--- src/rtl/ps2_host_pkg.sv ---
package ps2_host_pkg;

  localparam int unsigned BYTE_W = 8;

  localparam logic [7:0] CMD_RD_CFG    = 8'h20;
  localparam logic [7:0] CMD_WR_CFG    = 8'h60;
  localparam logic [7:0] CMD_AUX_OFF   = 8'hA7;
  localparam logic [7:0] CMD_AUX_ON    = 8'hA8;
  localparam logic [7:0] CMD_KBD_OFF   = 8'hAD;
  localparam logic [7:0] CMD_KBD_ON    = 8'hAE;
  localparam logic [7:0] CMD_WR_OPORT  = 8'hD1;
  localparam logic [7:0] CMD_LOOP_KBD  = 8'hD2;
  localparam logic [7:0] CMD_LOOP_AUX  = 8'hD3;
  localparam logic [7:0] CMD_TX_AUX    = 8'hD4;

  // status bit positions
  localparam int unsigned ST_OBF  = 0;
  localparam int unsigned ST_SYS  = 2;
  localparam int unsigned ST_CMD  = 3;
  localparam int unsigned ST_UNLK = 4;
  localparam int unsigned ST_AUXF = 5;

  // configuration bit positions
  localparam int unsigned CFG_KBD_IE  = 0;
  localparam int unsigned CFG_AUX_IE  = 1;
  localparam int unsigned CFG_SYS     = 2;
  localparam int unsigned CFG_KBD_DIS = 4;
  localparam int unsigned CFG_AUX_DIS = 5;

  localparam logic [7:0] CFG_RESET = 8'h45;

  localparam int unsigned N_CH = 2;  // 0 keyboard, 1 mouse

  typedef enum logic [2:0] {
    PEND_NONE,
    PEND_CFG,
    PEND_OPORT,
    PEND_LOOP_KBD,
    PEND_LOOP_AUX,
    PEND_TX_AUX
  } pend_e;

  typedef struct packed {
    logic       known;
    logic       arm;
    pend_e      arm_kind;
    logic       rd_cfg;
    logic       cfg_touch;
    logic [2:0] cfg_bit;
    logic       cfg_val;
  } cmd_act_t;

endpackage

--- src/rtl/ps2_cmd_decode.sv ---
module ps2_cmd_decode
  import ps2_host_pkg::*;
(
  input  logic [7:0] code_i,
  output cmd_act_t   act_o
);

  always_comb begin
    act_o           = '0;
    act_o.known     = 1'b1;
    act_o.arm_kind  = PEND_NONE;
    case (code_i)
      CMD_RD_CFG:   act_o.rd_cfg = 1'b1;
      CMD_WR_CFG:   begin act_o.arm = 1'b1; act_o.arm_kind = PEND_CFG;      end
      CMD_WR_OPORT: begin act_o.arm = 1'b1; act_o.arm_kind = PEND_OPORT;    end
      CMD_LOOP_KBD: begin act_o.arm = 1'b1; act_o.arm_kind = PEND_LOOP_KBD; end
      CMD_LOOP_AUX: begin act_o.arm = 1'b1; act_o.arm_kind = PEND_LOOP_AUX; end
      CMD_TX_AUX:   begin act_o.arm = 1'b1; act_o.arm_kind = PEND_TX_AUX;   end
      CMD_AUX_OFF: begin
        act_o.cfg_touch = 1'b1; act_o.cfg_bit = 3'(CFG_AUX_DIS); act_o.cfg_val = 1'b1;
      end
      CMD_AUX_ON: begin
        act_o.cfg_touch = 1'b1; act_o.cfg_bit = 3'(CFG_AUX_DIS); act_o.cfg_val = 1'b0;
      end
      CMD_KBD_OFF: begin
        act_o.cfg_touch = 1'b1; act_o.cfg_bit = 3'(CFG_KBD_DIS); act_o.cfg_val = 1'b1;
      end
      CMD_KBD_ON: begin
        act_o.cfg_touch = 1'b1; act_o.cfg_bit = 3'(CFG_KBD_DIS); act_o.cfg_val = 1'b0;
      end
      default: act_o.known = 1'b0;
    endcase
  end

endmodule

--- src/rtl/ps2_tx_hold.sv ---
module ps2_tx_hold #(
  parameter int unsigned DW = 8
) (
  input  logic          clk_i,
  input  logic          rst_ni,
  input  logic          push_i,
  input  logic [DW-1:0] data_i,
  output logic          valid_o,
  output logic [DW-1:0] data_o,
  input  logic          ready_i
);

  always_ff @(posedge clk_i or negedge rst_ni) begin
    if (!rst_ni) begin
      valid_o <= 1'b0;
      data_o  <= '0;
    end else if (push_i) begin
      valid_o <= 1'b1;
      data_o  <= data_i;
    end else if (valid_o && ready_i) begin
      valid_o <= 1'b0;
    end
  end

  p_hold_stable_r4: assert property (@(posedge clk_i) disable iff (!rst_ni)
    (valid_o && !ready_i && !push_i) |=> (valid_o && $stable(data_o)));

  p_push_shows_r4: assert property (@(posedge clk_i) disable iff (!rst_ni)
    push_i |=> (valid_o && data_o == $past(data_i)));

endmodule

--- src/rtl/ps2_out_buf.sv ---
module ps2_out_buf #(
  parameter int unsigned DW = 8
) (
  input  logic          clk_i,
  input  logic          rst_ni,
  input  logic          host_ld_i,
  input  logic          host_ld_aux_i,
  input  logic [DW-1:0] host_ld_data_i,
  input  logic          drain_i,
  input  logic          kbd_valid_i,
  input  logic [DW-1:0] kbd_data_i,
  output logic          kbd_ready_o,
  input  logic          aux_valid_i,
  input  logic [DW-1:0] aux_data_i,
  output logic          aux_ready_o,
  input  logic          kbd_ie_i,
  input  logic          aux_ie_i,
  output logic [DW-1:0] data_o,
  output logic          full_o,
  output logic          aux_full_o,
  output logic          kbd_irq_o,
  output logic          aux_irq_o
);

  logic          refill_ok;
  logic          load;
  logic          load_aux;
  logic [DW-1:0] load_data;

  assign refill_ok   = !full_o && !host_ld_i;
  assign kbd_ready_o = refill_ok && kbd_valid_i;
  assign aux_ready_o = refill_ok && !kbd_valid_i && aux_valid_i;

  always_comb begin
    load      = host_ld_i || kbd_ready_o || aux_ready_o;
    load_aux  = host_ld_i ? host_ld_aux_i : aux_ready_o;
    load_data = host_ld_i ? host_ld_data_i : (kbd_ready_o ? kbd_data_i : aux_data_i);
  end

  always_ff @(posedge clk_i or negedge rst_ni) begin
    if (!rst_ni) begin
      data_o     <= '0;
      full_o     <= 1'b0;
      aux_full_o <= 1'b0;
    end else if (load) begin
      data_o     <= load_data;
      full_o     <= 1'b1;
      aux_full_o <= load_aux;
    end else if (drain_i) begin
      full_o     <= 1'b0;
      aux_full_o <= 1'b0;
    end
  end

  always_ff @(posedge clk_i or negedge rst_ni) begin
    if (!rst_ni) begin
      kbd_irq_o <= 1'b0;
      aux_irq_o <= 1'b0;
    end else begin
      kbd_irq_o <= load && !load_aux && kbd_ie_i;
      aux_irq_o <= load && load_aux && aux_ie_i;
    end
  end

  p_aux_needs_full_r7: assert property (@(posedge clk_i) disable iff (!rst_ni)
    aux_full_o |-> full_o);

  p_kbd_first_r10: assert property (@(posedge clk_i) disable iff (!rst_ni)
    (aux_ready_o && aux_valid_i) |-> !kbd_valid_i);

  p_no_take_when_full_r10: assert property (@(posedge clk_i) disable iff (!rst_ni)
    full_o |-> !(kbd_ready_o || aux_ready_o));

  p_drain_empties_r9: assert property (@(posedge clk_i) disable iff (!rst_ni)
    (drain_i && full_o && !host_ld_i) |=> (!full_o && !aux_full_o));

  p_kirq_source_r8: assert property (@(posedge clk_i) disable iff (!rst_ni)
    kbd_irq_o |-> (full_o && !aux_full_o));

  p_airq_source_r8: assert property (@(posedge clk_i) disable iff (!rst_ni)
    aux_irq_o |-> (full_o && aux_full_o));

endmodule

--- src/rtl/ps2_host_ctrl.sv ---
module ps2_host_ctrl
  import ps2_host_pkg::*;
(
  input  logic       clk_i,
  input  logic       rst_ni,
  input  logic       host_wr_i,
  input  logic       host_rd_i,
  input  logic       host_cmd_sel_i,
  input  logic [7:0] host_wdata_i,
  output logic [7:0] host_rdata_o,
  output logic       kbd_tx_valid_o,
  output logic [7:0] kbd_tx_data_o,
  input  logic       kbd_tx_ready_i,
  input  logic       kbd_rx_valid_i,
  input  logic [7:0] kbd_rx_data_i,
  output logic       kbd_rx_ready_o,
  output logic       aux_tx_valid_o,
  output logic [7:0] aux_tx_data_o,
  input  logic       aux_tx_ready_i,
  input  logic       aux_rx_valid_i,
  input  logic [7:0] aux_rx_data_i,
  output logic       aux_rx_ready_o,
  output logic       kbd_irq_o,
  output logic       aux_irq_o,
  output logic       err_o
);

  localparam int unsigned DW = BYTE_W;

  logic          wr_cmd, wr_dat, rd_dat;
  cmd_act_t      act;
  pend_e         pend_q;
  logic [DW-1:0] cfg_q;
  logic          sys_q, cmd_last_q, err_q;

  logic          host_ld, host_ld_aux, err_set;
  logic [DW-1:0] host_ld_data;
  logic [N_CH-1:0] tx_push, tx_rdy, tx_vld;
  logic [DW-1:0] tx_dat [N_CH];

  logic [DW-1:0] ob_data;
  logic          ob_full, ob_aux;
  logic [DW-1:0] status;

  assign wr_cmd = host_wr_i && host_cmd_sel_i;
  assign wr_dat = host_wr_i && !host_cmd_sel_i;
  assign rd_dat = host_rd_i && !host_cmd_sel_i;

  ps2_cmd_decode i_dec (
    .code_i (host_wdata_i),
    .act_o  (act)
  );

  always_comb begin
    tx_push      = '0;
    host_ld      = 1'b0;
    host_ld_aux  = 1'b0;
    host_ld_data = host_wdata_i;
    err_set      = 1'b0;
    if (wr_dat) begin
      case (pend_q)
        PEND_NONE:     tx_push[0] = 1'b1;
        PEND_TX_AUX:   tx_push[1] = 1'b1;
        PEND_LOOP_KBD: host_ld = 1'b1;
        PEND_LOOP_AUX: begin host_ld = 1'b1; host_ld_aux = 1'b1; end
        PEND_OPORT:    err_set = !host_wdata_i[0];  // reset line must stay high
        default: ;
      endcase
    end
    if (wr_cmd) begin
      if (act.rd_cfg) begin
        host_ld      = 1'b1;
        host_ld_data = cfg_q;
      end
      if (!act.known) err_set = 1'b1;
    end
  end

  always_ff @(posedge clk_i or negedge rst_ni) begin
    if (!rst_ni) begin
      pend_q     <= PEND_NONE;
      cfg_q      <= CFG_RESET;
      sys_q      <= 1'b1;
      cmd_last_q <= 1'b1;
      err_q      <= 1'b0;
    end else begin
      if (wr_dat) begin
        cmd_last_q <= 1'b0;
        pend_q     <= PEND_NONE;
        if (pend_q == PEND_CFG) begin
          cfg_q <= host_wdata_i;
          sys_q <= host_wdata_i[CFG_SYS];
        end
      end
      if (wr_cmd) begin
        cmd_last_q <= 1'b1;
        if (act.arm) pend_q <= act.arm_kind;
        if (act.cfg_touch) cfg_q[act.cfg_bit] <= act.cfg_val;
      end
      if (err_set) err_q <= 1'b1;
    end
  end

  assign err_o = err_q;

  for (genvar ch = 0; ch < N_CH; ch++) begin : g_tx
    ps2_tx_hold #(.DW(DW)) i_tx (
      .clk_i   (clk_i),
      .rst_ni  (rst_ni),
      .push_i  (tx_push[ch]),
      .data_i  (host_wdata_i),
      .valid_o (tx_vld[ch]),
      .data_o  (tx_dat[ch]),
      .ready_i (tx_rdy[ch])
    );
  end

  assign tx_rdy         = {aux_tx_ready_i, kbd_tx_ready_i};
  assign kbd_tx_valid_o = tx_vld[0];
  assign kbd_tx_data_o  = tx_dat[0];
  assign aux_tx_valid_o = tx_vld[1];
  assign aux_tx_data_o  = tx_dat[1];

  ps2_out_buf #(.DW(DW)) i_obuf (
    .clk_i          (clk_i),
    .rst_ni         (rst_ni),
    .host_ld_i      (host_ld),
    .host_ld_aux_i  (host_ld_aux),
    .host_ld_data_i (host_ld_data),
    .drain_i        (rd_dat),
    .kbd_valid_i    (kbd_rx_valid_i),
    .kbd_data_i     (kbd_rx_data_i),
    .kbd_ready_o    (kbd_rx_ready_o),
    .aux_valid_i    (aux_rx_valid_i),
    .aux_data_i     (aux_rx_data_i),
    .aux_ready_o    (aux_rx_ready_o),
    .kbd_ie_i       (cfg_q[CFG_KBD_IE]),
    .aux_ie_i       (cfg_q[CFG_AUX_IE]),
    .data_o         (ob_data),
    .full_o         (ob_full),
    .aux_full_o     (ob_aux),
    .kbd_irq_o      (kbd_irq_o),
    .aux_irq_o      (aux_irq_o)
  );

  always_comb begin
    status          = '0;
    status[ST_OBF]  = ob_full;
    status[ST_SYS]  = sys_q;
    status[ST_CMD]  = cmd_last_q;
    status[ST_UNLK] = 1'b1;
    status[ST_AUXF] = ob_aux;
  end

  assign host_rdata_o = host_cmd_sel_i ? status : ob_data;

  p_cmd_last_set_r3: assert property (@(posedge clk_i) disable iff (!rst_ni)
    wr_cmd |=> host_rdata_o[ST_CMD] || !host_cmd_sel_i);

  p_cmd_last_clr_r3: assert property (@(posedge clk_i) disable iff (!rst_ni)
    wr_dat |=> !cmd_last_q);

  p_pend_cleared_r5: assert property (@(posedge clk_i) disable iff (!rst_ni)
    wr_dat |=> pend_q == PEND_NONE);

  p_cfg_sys_copy_r6: assert property (@(posedge clk_i) disable iff (!rst_ni)
    (wr_dat && pend_q == PEND_CFG) |=> sys_q == $past(host_wdata_i[CFG_SYS]));

  p_unknown_err_r14: assert property (@(posedge clk_i) disable iff (!rst_ni)
    (wr_cmd && !act.known) |=> err_o);

  p_err_sticky_r14: assert property (@(posedge clk_i) disable iff (!rst_ni)
    err_o |=> err_o);

  p_loop_full_r7: assert property (@(posedge clk_i) disable iff (!rst_ni)
    (wr_dat && pend_q == PEND_LOOP_AUX) |=> (ob_full && ob_aux));

endmodule

--- config.mk ---
export PLATFORM = sky130hd
export DESIGN_NAME = ps2_host_ctrl
export DESIGN_NICKNAME = d
export VERILOG_FILES = /design/src/rtl/ps2_host_pkg.sv /design/src/rtl/ps2_cmd_decode.sv /design/src/rtl/ps2_tx_hold.sv /design/src/rtl/ps2_out_buf.sv /design/src/rtl/ps2_host_ctrl.sv
export SDC_FILE = /design/constraint.sdc
export NUM_CORES = 1
export LEC_CHECK = 0
export ABC_AREA = 1
export CORE_MARGIN = 1.5
export CORE_UTILIZATION = 35
export CTS_CLUSTER_SIZE = 10
export DETAILED_ROUTE_END_ITERATION = 12
export PLACE_DENSITY = 0.66
export SETUP_SLACK_MARGIN = 0.2
export SLEW_MARGIN = 20
export SYNTH_ARGS = -nofsm -noshare
export SYNTH_HDL_FRONTEND = slang
export SYNTH_HIERARCHICAL = 1
export SYNTH_SLANG_ARGS = --single-unit
--- constraint.sdc ---
create_clock -name clk_i -period 4.5 [get_ports clk_i]
set_clock_uncertainty 0.15 [all_clocks]
set_input_delay 0.9 -clock clk_i [delete_from_list [all_inputs] [get_ports clk_i]]
set_output_delay 0.9 -clock clk_i [all_outputs]
set_load 0.1 [all_outputs]
==> reports/results.ini <==
[run_status]
status = finished clean

[worst_setup_path]
crit_required_ps = 3450
r2r_cells = 10
crit_fanout = 14
crit_path_start = host_wdata_i[3]
worstSetupPathType = in2out
reg2reg_to = i_obuf/data_o[2]$_DFFE_PN0P_
rrSetupSlack_ps = 1840
start_kind = input pin
reg2reg_from = pend_q[2]$_DFF_PN0_
worstPathArrival_ps = 3000
cp-end-kind = output pin

[min_path]
hp-start = g_tx[0].i_tx/valid_o$_DFFE_PN0P_
hp-class = reg2reg
holdPathStages = 2
worstHoldEndpoint = g_tx[0].i_tx/valid_o$_DFFE_PN0P_

[clock_tree]
clk_pin_slew_ps = 80
cts_setup_buffers = 0
clock-sinks = 44
root_buffer = clkbuf_8
clk-insertion-delay-late_ps = 300
numCtsBuffers = 5
cts_tree = built
cts_max_path_buffers = 2
htreeDepth = 2

[flow_run]
cap_violations = 0

[global_route]
grt_max_degree = 45
grt_pass1_vias = 2518
antenna_found_initial = 0
grt_pass1_wl_um = 12180
grt_remaining_overflow = 0
grt_usage = 0.1764

[place]
io_buffers = 63
dp_cells = 564
place_ws_ps = 405.3
gp_congestion = 0.8359
dp.final_hpwl_um = 5581
placed_cell_area_sq_um = 3521

[power]
p_per_area_nw_per_um2 = 379.2
ir_drop_v = 0.0001253
cellLeakagePower_uw = 0.001909

[drt]
wl_per_cell_um = 12.69
viasPerCell = 4.661
drc = 0
vias = 2666
met2_length_um = 3374
ant_nets = 0
drt_iter0_markers = 169
routed-wl-met3_um = 301
drt_first_pass_iters = 4
routed.top_layer = met4
wl_met1_um = 3460
routed_wl_um = 7259

[finish]
area_growth_pct = 29.15
final_nets = 502
layout-drive-gt1-share = 0.1766
layoutNonFillerInstCount = 572
num_antenna_cells = 0
post-route-cell-area_sq_um = 3642

[synthesis]
syn_inst = 402
synthFlopType = dfrtp_1
ys_warn_count = 6
yosysUniqueCellTypes = 29
synthArstFlopShare = 1.000
syn_nets = 435
synth-seq-area-share = 0.3926
syn_avg_cell_area_sq_um = 7.015
yosysTopAreaCellShare = 0.3461
synthTopCellsByArea = dfrtp_1 (35%), nand2_1 (20%), nand3_1 (11%)
syn-cell-area_sq_um = 2820
yosysTopAreaCell = dfrtp_1
ys_seq_elements = 44
synth_edf_count = 0

[die]
die_w_um = 92.77
ios = 64
fp.dieArea_sq_um = 8605
rows = 32
coreArea_sq_um = 7767
die_h_um = 92.77
start_util = 0.3631

[timing]
period_needed_ps = 4051
fin_crit_sh = 0.9003
hold_slack_ps = 324.6
drv_slew = 0
rsz0062_at_grt = false
setup_violations = 0
clock.fmax_ghz = 0.2468
setup_ws_ps = 448.6
fin_tns_setup_ps = 0
relSlewSlack = 0.3284
finalHoldViolations = 0
worst_pin_slew_ps = 1004

==> how the worst max path moves through the flow <==
stage                      end  cells after the start
2_1_floorplan  host_rdata_o[2]                      3
3_3_place_gp    kbd_rx_ready_o                      9
3_5_place_dp    kbd_rx_ready_o                      9
4_1_cts         kbd_rx_ready_o                      9
5_1_grt         kbd_rx_ready_o                     12
6_report        kbd_rx_ready_o                     12
==> through the flow <==
stage | util | total power [uW]
after global placement | 0.4533 | 1077
after floorplan | - | 925.7
after detailed placement | 0.4533 | 1081
final | 0.4689 | 1381
after CTS | 0.4676 | 1391
after global routing | 0.4689 | 1459
==> cell usage after synthesis, types with 2 or more instances <==
cell type,n
a21oi_2,2
buf_4,2
buf_6,8
dfrtp_1,39
dfstp_2,5
inv_1,44
inv_2,11
nand2_1,148
nand2_2,6
nand2_4,5
nand3_1,63
nand3b_1,2
nor2_1,24
nor2_2,8
nor2_4,5
nor3_1,3
o21ai_0,5
o21ai_2,4
or2_1,2
or2_2,7
==> state kept, by name, indices dropped and copies added, names as in the netlist <==
signal             flops
cfg_q                  8
cmd_last_q             1
err_o                  1
g_tx.i_tx/data_o      16
g_tx.i_tx/valid_o      2
i_obuf/aux_full_o      1
i_obuf/aux_irq_o       1
i_obuf/data_o          8
i_obuf/full_o          1
i_obuf/kbd_irq_o       1
pend_q                 3
sys_q                  1
==> where the power goes <==
group,switching [uW],leakage [uW],internal (uW)
clock network,140,0.0000541,164
logic,433,0.00132,152
registers,37.2,0.000539,455
==> metal layers <==
metal / up-vias / track usage
met5: - / 0
met4: 0 / 0.04545
met3: 12 / 0.02053
met2: 57 / 0.2774
met1: 1230 / 0.2556
li1: 1367 / -
==> area by class of cell <==
class	instances	area (sq um)
clock buffers	5	68.82
clock inverters	3	42.54
fillers	805	4125
inverters	57	216.5
multi-input cells	291	1396
flip-flops and latches	44	1107
well taps	102	127.6
repair buffers	70	683.2
==> timing repair <==
action,4_1_cts,5_1_grt
resized for setup,0,2
hold buffers,0,0
setup endpoints to repair,0,1
==> critical path, cell delays in order <==
cell,delay [ps]
clkdlybuf4s50_1,670
inv_2,90
nand2_4,90
inv_2,40
nand2_4,70
nor2_4,60
nand2_4,170
nand3b_1,240
nor2_4,210
nand2_2,140
inv_1,140
buf_12,180
==> cells in the final DEF (no fill, tap or decap), types with 2 or more instances in the layout <==
cell	synthesis	final
a21oi_2	2	2
buf_12	0	2
buf_4	2	16
clkbuf_8	0	5
clkdlybuf4s50_1	0	51
dfrtp_1	39	39
dfstp_2	5	5
inv_1	44	44
inv_2	11	11
nand2_1	148	148
nand2_2	6	6
nand2_4	5	5
nand3_1	63	63
nand3b_1	2	2
nor2_1	24	24
nor2_2	8	7
nor2_4	5	6
nor3_1	3	3
o21ai_0	5	5
o21ai_2	4	4
or2_1	2	2
or2_2	7	7
==> logic make-up (layout without fill, tap and decap cells) <==
group,count (synthesis),count (layout),synth area share
AOI/OAI and AO/OA,13,13,0.03194
DFF,44,44,0.3926
buffers and inverters,67,135,0.1140
other,1,1,0.001330
and+or+nand+nor,277,277,0.4601
(Power assumes the default switching activity.)
